==> src/rtl/capbank_pkg.sv <==
package capbank_pkg;

  typedef enum logic {
    MODE_QUEUE = 1'b0,
    MODE_LATCH = 1'b1
  } cap_mode_e;

  // A snapshot request counts only in latch mode.
  function automatic logic snap_request(cap_mode_e mode, logic at_zero, logic zero_wr);
    return (mode == MODE_LATCH) && (at_zero || zero_wr);
  endfunction

  // Queue shifting happens only in queue mode.
  function automatic logic queue_active(cap_mode_e mode);
    return mode == MODE_QUEUE;
  endfunction

endpackage

==> src/rtl/capbank_latch_ctl.sv <==
module capbank_latch_ctl
  import capbank_pkg::*;
(
  input  logic mode_i,
  input  logic at_zero_i,
  input  logic zero_wr_i,
  output logic snap_o,
  output logic queue_o
);

  cap_mode_e mode_q;

  always_comb begin
    mode_q  = cap_mode_e'(mode_i);
    snap_o  = snap_request(mode_q, at_zero_i, zero_wr_i);
    queue_o = queue_active(mode_q);
  end

endmodule

==> src/rtl/capbank_chan.sv <==
module capbank_chan #(
  parameter int TW = 16
) (
  input  logic          clk,
  input  logic          rst_n,
  input  logic          edge_i,
  input  logic          snap_i,
  input  logic          queue_i,
  input  logic [TW-1:0] timer_i,
  output logic [TW-1:0] cap_o,
  output logic [TW-1:0] hold_o
);

  logic          push_hold;
  logic [TW-1:0] cap_q;
  logic [TW-1:0] hold_q;

  // The holding register loads on a snapshot, or on a capture in queue mode.
  assign push_hold = snap_i || (queue_i && edge_i);

  always_ff @(posedge clk or negedge rst_n) begin
    if (!rst_n) begin
      cap_q <= '0;
    end else if (edge_i) begin
      cap_q <= timer_i;
    end
  end

  always_ff @(posedge clk or negedge rst_n) begin
    if (!rst_n) begin
      hold_q <= '0;
    end else if (push_hold) begin
      hold_q <= cap_q;
    end
  end

  assign cap_o  = cap_q;
  assign hold_o = hold_q;

endmodule

==> src/rtl/capbank_pacc.sv <==
module capbank_pacc #(
  parameter int PAW = 8
) (
  input  logic           clk,
  input  logic           rst_n,
  input  logic           edge_i,
  input  logic           snap_i,
  output logic [PAW-1:0] cnt_o,
  output logic [PAW-1:0] hold_o
);

  localparam logic [PAW-1:0] CNT_MAX = '1;

  function automatic logic [PAW-1:0] sat_step(logic [PAW-1:0] v, logic inc);
    if (!inc || v == CNT_MAX) return v;
    return v + 1'b1;
  endfunction

  logic [PAW-1:0] cnt_q;
  logic [PAW-1:0] hold_q;
  logic [PAW-1:0] cnt_nx;

  always_comb begin
    if (snap_i) cnt_nx = sat_step('0, edge_i);
    else        cnt_nx = sat_step(cnt_q, edge_i);
  end

  always_ff @(posedge clk or negedge rst_n) begin
    if (!rst_n) begin
      cnt_q  <= '0;
      hold_q <= '0;
    end else begin
      cnt_q <= cnt_nx;
      if (snap_i) hold_q <= cnt_q;
    end
  end

  assign cnt_o  = cnt_q;
  assign hold_o = hold_q;

endmodule

==> src/rtl/capt_hold_bank.sv <==
module capt_hold_bank #(
  parameter int NCH = 8,
  parameter int TW  = 16,
  parameter int NPA = 4,
  parameter int PAW = 8
) (
  input  logic               clk,
  input  logic               rst_n,
  input  logic [TW-1:0]      timer_val,
  input  logic [NCH-1:0]     edge_evt,
  input  logic               latch_mode,
  input  logic               mod_zero,
  input  logic               mod_zero_wr,
  output logic [NCH*TW-1:0]  cap_val,
  output logic [NCH*TW-1:0]  hold_val,
  output logic [NPA*PAW-1:0] pacc_val,
  output logic [NPA*PAW-1:0] pacc_hold
);

  // Named internal events, visible to the bound checker.
  logic latch_evt;
  logic queue_en;

  capbank_latch_ctl u_ctl (
    .mode_i    (latch_mode),
    .at_zero_i (mod_zero),
    .zero_wr_i (mod_zero_wr),
    .snap_o    (latch_evt),
    .queue_o   (queue_en)
  );

  for (genvar gi = 0; gi < NCH; gi++) begin : g_chan
    capbank_chan #(.TW(TW)) u_chan (
      .clk     (clk),
      .rst_n   (rst_n),
      .edge_i  (edge_evt[gi]),
      .snap_i  (latch_evt),
      .queue_i (queue_en),
      .timer_i (timer_val),
      .cap_o   (cap_val[gi*TW +: TW]),
      .hold_o  (hold_val[gi*TW +: TW])
    );
  end

  for (genvar gj = 0; gj < NPA; gj++) begin : g_pacc
    capbank_pacc #(.PAW(PAW)) u_pacc (
      .clk    (clk),
      .rst_n  (rst_n),
      .edge_i (edge_evt[gj]),
      .snap_i (latch_evt),
      .cnt_o  (pacc_val[gj*PAW +: PAW]),
      .hold_o (pacc_hold[gj*PAW +: PAW])
    );
  end

endmodule

==> config.mk <==
export PLATFORM = sky130hd
export DESIGN_NAME = capt_hold_bank
export DESIGN_NICKNAME = d
export VERILOG_FILES = /design/src/rtl/capbank_pkg.sv /design/src/rtl/capbank_latch_ctl.sv /design/src/rtl/capbank_chan.sv /design/src/rtl/capbank_pacc.sv /design/src/rtl/capt_hold_bank.sv
export SDC_FILE = /design/constraint.sdc
export NUM_CORES = 1
export LEC_CHECK = 0
export ABC_AREA = 1
export BUFFER_PORTS_ARGS = -buffer_cell sky130_fd_sc_hd__buf_2
export CORE_UTILIZATION = 40
export DETAILED_ROUTE_END_ITERATION = 8
export SYNTH_ARGS = -nofsm -noshare
export SYNTH_HDL_FRONTEND = slang
export SYNTH_SLANG_ARGS = --single-unit
==> constraint.sdc <==
create_clock -name clk -period 2.01 [get_ports clk]
set_input_delay 0.603 -clock clk [delete_from_list [all_inputs] [get_ports clk]]
set_output_delay 0.603 -clock clk [all_outputs]
set_load 0.01 [all_outputs]
==> results of run 1 <==
## worst max-delay path: stages, from the launching register on
cell     delay, ns
dfrtp_1       0.45
ha_1          0.25
nand2_1       0.13
nor2_1        0.07
nand2_1       0.10
nand2_1       0.22
nor2_1        0.37
nand2_1       0.09
nand2_1       0.07
## power by group through the flow
stage | Sequential [mW] | Combinational, mW | Clock, mW
CTS | 7.60 | 2.56 | 6.67
detailed placement | 7.70 | 2.56 | 0
floorplan | 7.96 | 0.886 | 0
global route | 7.68 | 2.81 | 6.98
global placement | 7.69 | 2.52 | 0
finish | 7.60 | 2.52 | 6.54
## worst paths after layout
kind | from | endpoint | slack [ns] | cells past startpoint
max | g_pacc[1].u_pacc.cnt_o[0] | g_pacc[1].u_pacc.cnt_o[1] | 0.19 | 8
min | rst_n | g_chan[1].u_chan.cap_o[8] | 0.03 | 1
max reg2reg | g_pacc[1].u_pacc.cnt_o[0] | g_pacc[1].u_pacc.cnt_o[1] | 0.19 | 8
min reg2reg | g_pacc[3].u_pacc.hold_o[6] | g_pacc[3].u_pacc.hold_o[6] | 0.47 | 2
max in group asynchronous | rst_n | g_chan[3].u_chan.hold_o[15] | 1.33 | 2
min in group clk | edge_evt[2] | g_chan[2].u_chan.cap_o[15] | 0.44 | 4
## area by class of cell
class / count / area (µm²) / share of cell area [%]
Clock buffer: 55 / 1050 / 6.50
Clock inverter: 6 / 105 / 0.649
Inverter: 158 / 593 / 3.66
Multi-Input combinational cell: 886 / 3790 / 23.4
Sequential cell: 320 / 8010 / 49.4
Tap cell: 396 / 495 / 3.06
Timing Repair Buffer: 386 / 2150 / 13.3
## metrics by stage
stage               hold slack, ns  power, mW  worst slack [ns]  TNS, ns
global placement             0.458       10.2           -0.0382   -0.446
finish                      0.0341       16.7             0.190        0
global route                0.0299       17.5            0.0605        0
floorplan                    0.307       8.84             0.434        0
CTS                         0.0237       16.8             0.215        0
detailed placement           0.461       10.3            -0.115    -2.62
## kinds of logic after synthesis
group	after synthesis
buf+inv	236
flops	320
xor+xnor	6
fa+ha+maj	4
compound gates	245
simple gates	631
## registers in the layout (all words and copies together) (netlist names)
signal	cells
g_pacc.u_pacc.cnt_o	32
g_chan.u_chan.hold_o	128
g_pacc.u_pacc.hold_o	32
g_chan.u_chan.cap_o	128
## cells in the final DEF (no fill, tap or decap), drive strengths merged
master	instances
nand2	457
buf	386
dfrtp	320
o21ai	165
inv	157
nor2	122
a21oi	80
clkbuf	55
nand3	46
xor2	5
nor3	4
ha	4
clkinv	4
bufinv	3
nand4	2
xnor2	1
## metal layers
layer | vias to the layer above | global-route usage [%]
met5 | - | 0
met4 | 0 | 6.91
met3 | 65 | 8.12
met2 | 365 | 37.8
met1 | 5047 | 31.7
li1 | 5155 | -
==> impl_metrics.yaml, run 1 <==
global_routing:
  antenna_found_initial: 0
  grt_pass1_wl_um: 60800
  gr-total-overflow: 0
  first_global_vias: 10300
  grt_max_degree: 44
  grt_usage_pct: 24.1
pwr:
  internal-power_mw: 12.0
  p_sw_share_pct: 27.9
  ir_drop_mv: 0.688
  power_frac_seq_pct: 45.6
  p_sw_mw: 4.65
  power_density_mw_per_mm2: 1030
  p_clk_share_pct: 39.3
  combPwrFrac_pct: 15.1
  power.leakage_nw: 8.68
sta:
  fmax_mhz: 550
  worst_pin_slew_ns: 1.08
  slew_viol_final: 0
  clock_skew_ns: 0.0123
  max_slew_margin_pct: 27.7
  setup_viol: 0
  fin_crit_ns: 1.82
  timing.final.crit_share_pct: 90.5
  rsz0062_at_grt: "no"
  hold_viol: 0
synthesis:
  synth.largest_area_cell: "dfrtp_1"
  synth_top_family_by_area: "simple AND/OR/NAND/NOR gates"
  synth_common_cells: "nand2_1 (457), dfrtp_1 (320), inv_1 (155)"
  ys_ff_latch: 320
  ys.flop_type: "dfrtp_1"
  syn_inst: 1442
  ys_seq_area_share_pct: 63.0
  yosys-mux-area-fraction_pct: 0
  synth_cell_types: 21
  synth_edf_count: 0
  syn_area_mm2: 0.0127
  synth_fa_ha_area_share_pct: 0.394
  async_reset_ff_share_pct: 100
  avgSynthCellArea_um2: 8.81
  ys_top_cells_by_area: "dfrtp_1 (63%), nand2_1 (13%), o21ai_0 (5.7%)"
  synth_fp_nets: 1475
  synth.top_cell.area_share_pct: 63.0
  yosysMostFrequentCell: "nand2_1"
  yosysWarnings: 0
  synth_xor_xnor_area_share_pct: 0.414
  yosys.area_share.simple_pct: 19.2
  synth-compound-area-share_pct: 9.68
clock_network:
  cts_hold_buf: 0
  clock_tree.buffer_depth: 3
  cts_tree: "yes"
  cts_resized: 0
  clk_pin_slew_ns: 0.06
  post_cts_buffers: 0
  cts-buffers-inserted: 36
  cts_root_buffer: "clkbuf_16"
  cts.sinks: 320
  clock_latency_ns: 0.50
  h-tree-depth: 2
floorplanning:
  die_area_mm2: 0.0325
  die_h_um: 180
  core_mm2: 0.0309
  start_util_pct: 41.1
  std_cell_rows: 64
  ios: 349
  chipWidth_um: 180
detailed_routing:
  routed-via-count: 10600
  wl_met2_um: 17600
  drtAntennaViolNets: 0
  wl_per_cell_um: 17.5
  wl_met1_um: 16600
  viasPerCell: 4.82
  first_iter_violations: 715
  dr.pass1.iters: 4
  drc: 0
  drt_wl_total_um: 38700
  wl_met3_um: 3470
  top_layer: "met4"
worst_setup_path:
  crit_path_start_kind: "flop"
  worstSetupEndpointType: "flop"
  cp_data_required_time_ns: 2.44
  worstSetupPathType: "reg2reg"
  critPathArrivalTime_ns: 2.25
  cp_max_fo: 10
place:
  dpl-instance-area_mm2: 0.0150
  hpwlAfterDp_um: 27000
  place_congestion: 0.859
  io_buffers: 348
  place_inst: 2146
run:
  maxCapViolCount: 0
cells_and_area:
  final_core_util_pct: 52.4
  stdcell_count: 2207
  post-route-cell-area_mm2: 0.0162
  syn2layout_area_growth_pct: 27.4
  n_antenna_cell: 0
  drive_above_1_share_pct: 24.4
  fillers: 2928
  fin_nets: 1821
outcome:
  run_status: "finished clean"
hold_path:
  min_path_type: "in2async"
Power figures use the tool's default switching activity.
==> inputs of run 2 (changes only) <==
CORE_MARGIN = 5   (was unset)
GPL_TIMING_DRIVEN = 0   (was unset)
RECOVER_POWER = 50   (was unset)
==> impl_metrics.yaml, run 2 (synthesized netlist as in run 1, its figures left out) <==
outcome:
  run_status: "finished clean"
clock_network:
  clk_pin_slew_ns: 0.06
  cts_hold_buf: 0
  clock_latency_ns: 0.51
  cts_tree: "yes"
  cts-buffers-inserted: 36
  cts_root_buffer: "clkbuf_16"
  cts.sinks: 320
  h-tree-depth: 2
  clock_tree.buffer_depth: 3
cells_and_area:
  fin_nets: 1844
  stdcell_count: 2234
  final_cell_mix: "nand2_1 (457), buf_2 (340), dfrtp_1 (320)"
  n_antenna_cell: 0
  syn2layout_area_growth_pct: 26.4
  layout_commonest_cell: "nand2_1"
  drive_above_1_share_pct: 22.7
  final_core_util_pct: 51.1
  post-route-cell-area_mm2: 0.0161
floorplanning:
  start_util_pct: 40.4
  die_area_mm2: 0.0354
  std_cell_rows: 65
  core_mm2: 0.0315
  chipWidth_um: 188
  die_h_um: 188
  ios: 349
place:
  dpl-instance-area_mm2: 0.0149
  place_inst: 2175
  hpwlAfterDp_um: 29900
  io_buffers: 329
  place_congestion: 0.872
sta:
  clock_skew_ns: 0.0108
  hold_viol: 0
  fin_crit_ns: 1.83
  setup_viol: 0
  timing.final.crit_share_pct: 90.9
  fmax_mhz: 547
  slew_viol_final: 0
  max_slew_margin_pct: 32.8
  rsz0062_at_grt: "no"
  worst_pin_slew_ns: 1.01
  holdWs_ns: 0.0950
global_routing:
  grt_usage_pct: 23.6
  antenna_found_initial: 1
  grtUsageMet3_pct: 7.93
  grt.busiest_layer: "met2"
  gr-total-overflow: 0
  first_global_vias: 11000
  grt_max_degree: 124
  gr-usage-met2_pct: 37.5
  use_met1_pct: 31.2
  grt_pass1_wl_um: 65800
worst_setup_path:
  cpMaxStageDelayCell: "dfrtp_1"
  critPathBufInv: 0
  r2r_start: "g_pacc[1].u_pacc.cnt_o[0]"
  critical_path.top_delay_family: "simple AND/OR/NAND/NOR gates"
  worstSetupPathType: "reg2reg"
  timing.rr.end: "g_pacc[1].u_pacc.cnt_o[6]"
  critPathMostFrequentCell: "nand2_1"
  cp_max_fo: 10
  worstSetupEndpointType: "flop"
  crit_path_start_kind: "flop"
  r2r_cells: 8
  slowest_delay_ns: 0.45
  path_cells: "ha_1 > nand2_1 > nor2_1 > nand2_1 > nand2_1 > nor2_1 > nand2_1 > nand2_1"
  ff2ff_setup_slack_ns: 0.18
  cp_data_required_time_ns: 2.45
  critPathArrivalTime_ns: 2.27
detailed_routing:
  viasPerCell: 4.95
  dr.pass1.iters: 5
  drtAntennaViolNets: 0
  routed-via-count: 11100
  first_iter_violations: 752
  drt_wl_total_um: 42300
  wl_per_cell_um: 18.9
  drc: 0
hold_path:
  min_path_type: "in2async"
pwr:
  ir_drop_mv: 0.685
  power.leakage_nw: 8.57
  power_density_mw_per_mm2: 1040
run:
  maxCapViolCount: 0
## run 2: power by group
part           internal, mW  switching, mW
Clock                  3.96           2.63
Sequential             7.13          0.471
Combinational         0.858           1.68
## run 2: per-stage QoR
step	setup slack [ns]	TNS, ns	power (mW)
2_1_floorplan	0.434	0	8.84
6_report	0.183	0	16.7
4_1_cts	0.190	0	16.9
3_3_place_gp	-5.93	-1943.46	10.2
5_1_grt	0.0623	0	17.5
3_5_place_dp	-0.569	-66.25	10.3
## run 2: cell type report
| cell class | count | area (µm²) |
|---|---|---|
| Timing Repair Buffer | 331 | 1690 |
| Sequential cell | 320 | 8010 |
| Fill cell | 3055 | 15400 |
| Multi-Input combinational cell | 886 | 3780 |
| Clock inverter | 11 | 138 |
| Tap cell | 402 | 503 |
| Clock buffer | 48 | 1030 |
| Buffer | 78 | 334 |
| Inverter | 158 | 593 |
## run 2: what timing repair did
action                     4_1_cts  5_1_grt
setup endpoints to repair       12        0
buffers inserted                 0        0
gates resized for setup          1        0
## run 2: worst max path at each step
stage / startpoint / endpoint / slack, ns / depth (start not counted)
finish: g_pacc[1].u_pacc.cnt_o[0] / g_pacc[1].u_pacc.cnt_o[6] / 0.18 / 8
global route: g_pacc[1].u_pacc.cnt_o[0] / g_pacc[1].u_pacc.cnt_o[1] / 0.06 / 8
CTS: mod_zero_wr / g_pacc[3].u_pacc.cnt_o[6] / 0.19 / 6
detailed placement: mod_zero_wr / g_pacc[3].u_pacc.cnt_o[6] / -0.57 / 6
global placement: rst_n / g_chan[5].u_chan.hold_o[8] / -5.93 / 1
floorplan: edge_evt[0] / g_chan[0].u_chan.hold_o[0] / 0.43 / 5
## run 2: metal layers
metal / vias to the layer above / wire length [µm]
met4: 2 / 1040
met5: - / 7
met2: 380 / 19800
met3: 66 / 3880
li1: 5203 / -
met1: 5418 / 17500
